==> src/rtl/dec_pkg.sv <==
package dec_pkg;
  localparam int unsigned DEC_W = 32;

  typedef enum logic [1:0] {
    OP_HOLD = 2'd0,
    OP_DEC  = 2'd1,
    OP_LOAD = 2'd2
  } dec_op_e;
endpackage

==> src/rtl/dec_counter.sv <==
module dec_counter #(
  parameter int unsigned W = 32
) (
  input  logic         clk_i,
  input  logic         rst_ni,
  input  logic         tick_i,
  input  logic         wr_en_i,
  input  logic [W-1:0] wr_data_i,
  output logic [W-1:0] count_o,
  output logic         msb_rise_o
);
  import dec_pkg::*;

  localparam logic [W-1:0] RST_VAL = {W{1'b1}};
  localparam logic [W-1:0] ONE     = W'(1);

  dec_op_e      op;
  logic [W-1:0] cnt_q, cnt_d;

  // load outranks decrement
  always_comb begin
    if (wr_en_i)     op = OP_LOAD;
    else if (tick_i) op = OP_DEC;
    else             op = OP_HOLD;
  end

  always_comb begin
    unique case (op)
      OP_LOAD: cnt_d = wr_data_i;
      OP_DEC:  cnt_d = cnt_q - ONE;
      default: cnt_d = cnt_q;
    endcase
  end

  always_ff @(posedge clk_i or negedge rst_ni) begin
    if (!rst_ni) cnt_q <= RST_VAL;
    else         cnt_q <= cnt_d;
  end

  // sign bit going 0 -> 1 on this edge, from either source
  assign msb_rise_o = ~cnt_q[W-1] & cnt_d[W-1];
  assign count_o    = cnt_q;
endmodule

==> src/rtl/dec_req_latch.sv <==
module dec_req_latch (
  input  logic clk_i,
  input  logic rst_ni,
  input  logic set_i,
  input  logic ack_i,
  input  logic ee_i,
  output logic pend_o,
  output logic irq_o
);
  logic pend_q;

  // a new set on the same edge as ack wins, so nothing is lost
  always_ff @(posedge clk_i or negedge rst_ni) begin
    if (!rst_ni)    pend_q <= 1'b0;
    else if (set_i) pend_q <= 1'b1;
    else if (ack_i) pend_q <= 1'b0;
  end

  assign pend_o = pend_q;
  assign irq_o  = pend_q & ee_i;
endmodule

==> src/rtl/dec_timer.sv <==
module dec_timer (
  input  logic        clk_i,
  input  logic        rst_ni,
  input  logic        tick_i,
  input  logic        wr_en_i,
  input  logic [31:0] wr_data_i,
  input  logic        ee_i,
  input  logic        ack_i,
  output logic [31:0] count_o,
  output logic        irq_o
);
  localparam int unsigned W = dec_pkg::DEC_W;

  logic msb_rise;
  logic pend;

  dec_counter #(.W(W)) u_cnt (
    .clk_i     (clk_i),
    .rst_ni    (rst_ni),
    .tick_i    (tick_i),
    .wr_en_i   (wr_en_i),
    .wr_data_i (wr_data_i),
    .count_o   (count_o),
    .msb_rise_o(msb_rise)
  );

  dec_req_latch u_req (
    .clk_i (clk_i),
    .rst_ni(rst_ni),
    .set_i (msb_rise),
    .ack_i (ack_i),
    .ee_i  (ee_i),
    .pend_o(pend),
    .irq_o (irq_o)
  );
endmodule

==> config.mk <==
export PLATFORM = sky130hd
export DESIGN_NAME = dec_timer
export DESIGN_NICKNAME = d
export VERILOG_FILES = /design/src/rtl/dec_pkg.sv /design/src/rtl/dec_counter.sv /design/src/rtl/dec_req_latch.sv /design/src/rtl/dec_timer.sv
export SDC_FILE = /design/constraint.sdc
export NUM_CORES = 1
export LEC_CHECK = 0
export BUFFER_PORTS_ARGS = -buffer_cell sky130_fd_sc_hd__buf_4
export CAP_MARGIN = 20
export CORE_ASPECT_RATIO = 0.9
export CORE_MARGIN = 4
export CORE_UTILIZATION = 29
export DETAILED_ROUTE_END_ITERATION = 8
export MAX_ROUTING_LAYER = met4
export PLACE_DENSITY_LB_ADDON = 0.12
export SETUP_SLACK_MARGIN = 0.2
export SLEW_MARGIN = 20
export SYNTH_ARGS = -nofsm -noshare
export SYNTH_HDL_FRONTEND = slang
export SYNTH_SLANG_ARGS = --single-unit
export TNS_END_PERCENT = 1
==> constraint.sdc <==
create_clock -name clk_i -period 2.6 [get_ports clk_i]
set_input_delay 0 -clock clk_i [delete_from_list [all_inputs] [get_ports clk_i]]
set_output_delay 0 -clock clk_i [all_outputs]
set_load 0.005 [all_outputs]
==> results_dict.tcl <==
set metrics [dict create \
    final_core_util_pct 45.98 \
    use_met2_pct 25.02 \
    overflow 0 \
    cts_sinks 33 \
    grt.busiest_layer "met2" \
    placementRows 28 \
    syn_inst 227 \
    relSlewSlack_pct 62.07 \
    place.gp.congestion 0.7364 \
    worst-endpoint-required_ps 2810 \
    power.leakage_nw 1.196 \
    antenna_found_initial 0 \
    synth_warnings 0 \
    use_met3_pct 3.284 \
    insertion_delay_ps 280 \
    netlist_area_sq_um 2023 \
    min_path_type "primary input to flop" \
    grt_pass1_vias 2160 \
    syn2layout_area_growth_pct 52.07 \
    fin_worst_skew_ps 3.724 \
    tightestPinTransition_ps 561.0 \
    drt_wl_total_mm 6.243 \
    core_area_sq_um 6691 \
    chipWidth_microns 96.05 \
    clk_pin_slew_ps 70 \
    avgSynthCellArea_sq_um 8.913 \
    dr.pass1.iters 4 \
    swShare_pct 28.42 \
    rsz0062_at_grt "false" \
    ios 71 \
    yosysSeqAreaShare_pct 42.80 \
    setup-violations-final 0 \
    synth_cell_type_count 43 \
    syn_nets 266 \
    cts-root-buf "clkbuf_8" \
    dr.first_iter.drc_count 54 \
    hold_viol 0 \
    grtUsageTotal_pct 16.32 \
    power_density_nw_per_um2 463.2 \
    status "finished, final reports clean" \
    clock.fmax_mhz 442.9 \
    maxCapViolations 0 \
    ir_worst_vdd_uv 197.7 \
    drc 0 \
    arrival_ps 2470 \
    power_mw 1.425 \
    p_sw_mw 0.4051 \
    die-area_sq_um 8379 \
    grt_max_degree 41 \
    p_clk_share_pct 27.8 \
    vias 2105 \
    period_needed_ps 2258 \
    ant_nets 0 \
    fill_cells 667 \
    fin_crit_sh_pct 86.84 \
    intPower_mw 1.020 \
    io_buffer_count 70 \
    start_kind "flop" \
    dp_hpwl_mm 4.350 \
    drv_slew 0 \
    dieHeight_microns 87.24 \
    end_kind "flop" \
    max-clock-path-buffers 2 \
    seq_power_share_pct 48.2 \
    final_nets 369 \
    via_per_inst 5.012 \
    cts_buffers 5 \
    path_class "flop to flop" \
    drive_gt1_share_pct 38.48 \
    routedWlPerCell_microns 14.86 \
    grt_util_met1_pct 22.01 \
    fin_setup_tns_ps 0 \
    ys_ff_latch 33 \
    diodes 0 \
    p_comb_share_pct 23.9 \
    initial_utilization_pct 30.24 \
    htreeDepth 2 \
    grt_pass1_wl_mm 10.32 \
    crit_path_max_fanout 7 \
    cts_tree "yes" \
]
-- per-layer routing --
metal,part of all wire [%],routed length [microns]
met1,48,3005
met2,47,2920
met3,4.3,271
met4,0.74,46
met5,0,0
-- critical path, stage by stage, from the launching register on --
cell	delay (ps)
dfstp_2	400
or4_4	580
or4_4	560
or4_1	470
a31oi_1	170
-- synth_stat cells --
cell type	number	area [sq um]
nor4_1	6	37.54
nand4b_1	4	35.03
buf_1	1	3.750
or2_2	2	12.51
o21a_1	2	15.01
nand3_1	9	45.04
o41ai_1	3	26.28
inv_1	4	15.01
o311ai_0	6	52.55
xnor2_1	5	43.79
nand3b_1	2	15.01
and2_0	1	6.260
a22oi_1	1	7.510
or3_1	4	25.02
xor2_1	5	43.79
buf_6	1	11.26
nand2_1	23	86.33
a21oi_1	2	10.01
a31oi_1	13	81.33
dfstp_2	32	840.8
dfrtp_1	1	25.02
nand4_1	6	37.54
nor3_1	7	35.03
buf_2	1	5.000
nor4bb_1	1	10.01
ha_1	1	12.51
or4_2	2	17.52
nor2_1	18	67.56
nor4b_1	1	8.760
o21ai_0	16	80.08
or4_4	1	11.26
and4_1	1	8.760
o31ai_1	9	67.56
and2_1	2	12.51
or3_2	3	22.52
mux2_2	1	11.26
a21boi_0	1	7.510
or4_1	10	75.07
or4b_2	1	10.01
nor3b_1	1	7.510
nor2b_1	4	25.02
nand2b_1	1	6.260
clkbuf_1	12	45.04
-- placed cells by master, fill, tap and decap left out, types with 2 or more instances in the layout --
| master | n |
|---|---|
| dfstp_2 | 32 |
| nand2_1 | 23 |
| o311ai_0 | 6 |
| dlygate4sd3_1 | 33 |
| nand4_1 | 6 |
| or2_2 | 2 |
| clkbuf_8 | 6 |
| or4_4 | 2 |
| inv_1 | 4 |
| a31oi_1 | 13 |
| nand4b_1 | 4 |
| or3_1 | 4 |
| and2_1 | 2 |
| buf_4 | 78 |
| nor3_1 | 7 |
| o21a_1 | 2 |
| o31ai_1 | 9 |
| xnor2_1 | 5 |
| o41ai_1 | 3 |
| a21oi_1 | 2 |
| nor2b_1 | 4 |
| or4_2 | 2 |
| or4_1 | 9 |
| xor2_1 | 5 |
| o21ai_0 | 16 |
| or3_2 | 3 |
| nand3_1 | 9 |
| nor4_1 | 6 |
| nand3b_1 | 2 |
| nor2_1 | 18 |
-- per-stage QoR --
stage	cells	hold slack [ps]	setup WS [ps]	cell area, sq um
2_1_floorplan	227	-295.6	307.7	2023
3_3_place_gp	380	-17.59	268.4	2656
3_5_place_dp	380	-24.82	234.6	2656
4_1_cts	420	10.51	230.1	3073
5_1_grt	420	32.85	219.5	3077
6_report	420	10.10	342.3	3077
-- logic make-up (layout without fill, tap and decap cells) --
logic type      after synthesis  in the layout  synth area share (%)
compound gates               53             53                 17.19
xor+xnor                     10             10                 4.329
fa+ha+maj                     1              1                0.6183
buf+inv                      19            122                 3.957
flops                        33             33                 42.80
mux                           1              1                0.5565
simple gates                110            110                 30.55
-- worst paths after layout --
path	startpoint	slack, ps	cells after the start	to
max	u_cnt.count_o[14]	340	4	u_cnt.count_o[25]
max reg2reg	u_cnt.count_o[14]	340	4	u_cnt.count_o[25]
min	ack_i	10	3	u_req.pend_o
max in group asynchronous	rst_ni	2070	2	u_cnt.count_o[27]
min in group asynchronous	rst_ni	210	2	u_req.pend_o
min reg2reg	u_cnt.count_o[25]	510	2	u_cnt.count_o[25]
-- sequential cells by signal (all words and copies together), names as in the netlist --
name / flops
u_cnt.count_o: 32
u_req.pend_o: 1
-- final cells by class --
class | count | area, sq um | area share (%)
clock buffer | 7 | 86.33 | 2.806
inverter | 4 | 15.01 | 0.4880
multi-input combinational | 175 | 1081 | 35.14
sequential | 33 | 865.8 | 28.14
tap | 90 | 112.6 | 3.660
timing repair buffer | 111 | 915.9 | 29.77
-- timing repair --
item | in CTS | in global routing
hold endpoints to repair | 66 | 0
setup endpoints to repair | 0 | 1
hold buffers | 33 | 0
gates resized for setup | 0 | 1
buffers inserted | 0 | 0
-- power by group through the flow --
| stage | sequential, mW | combinational [mW] | clock (mW) |
|---|---|---|---|
| floorplan | 0.676 | 0.139 | 0 |
| global placement | 0.693 | 0.303 | 0 |
| detailed placement | 0.694 | 0.305 | 0 |
| CTS | 0.687 | 0.346 | 0.410 |
| global route | 0.701 | 0.381 | 0.439 |
| finish | 0.687 | 0.341 | 0.396 |
Power figures use the tool's default switching activity.
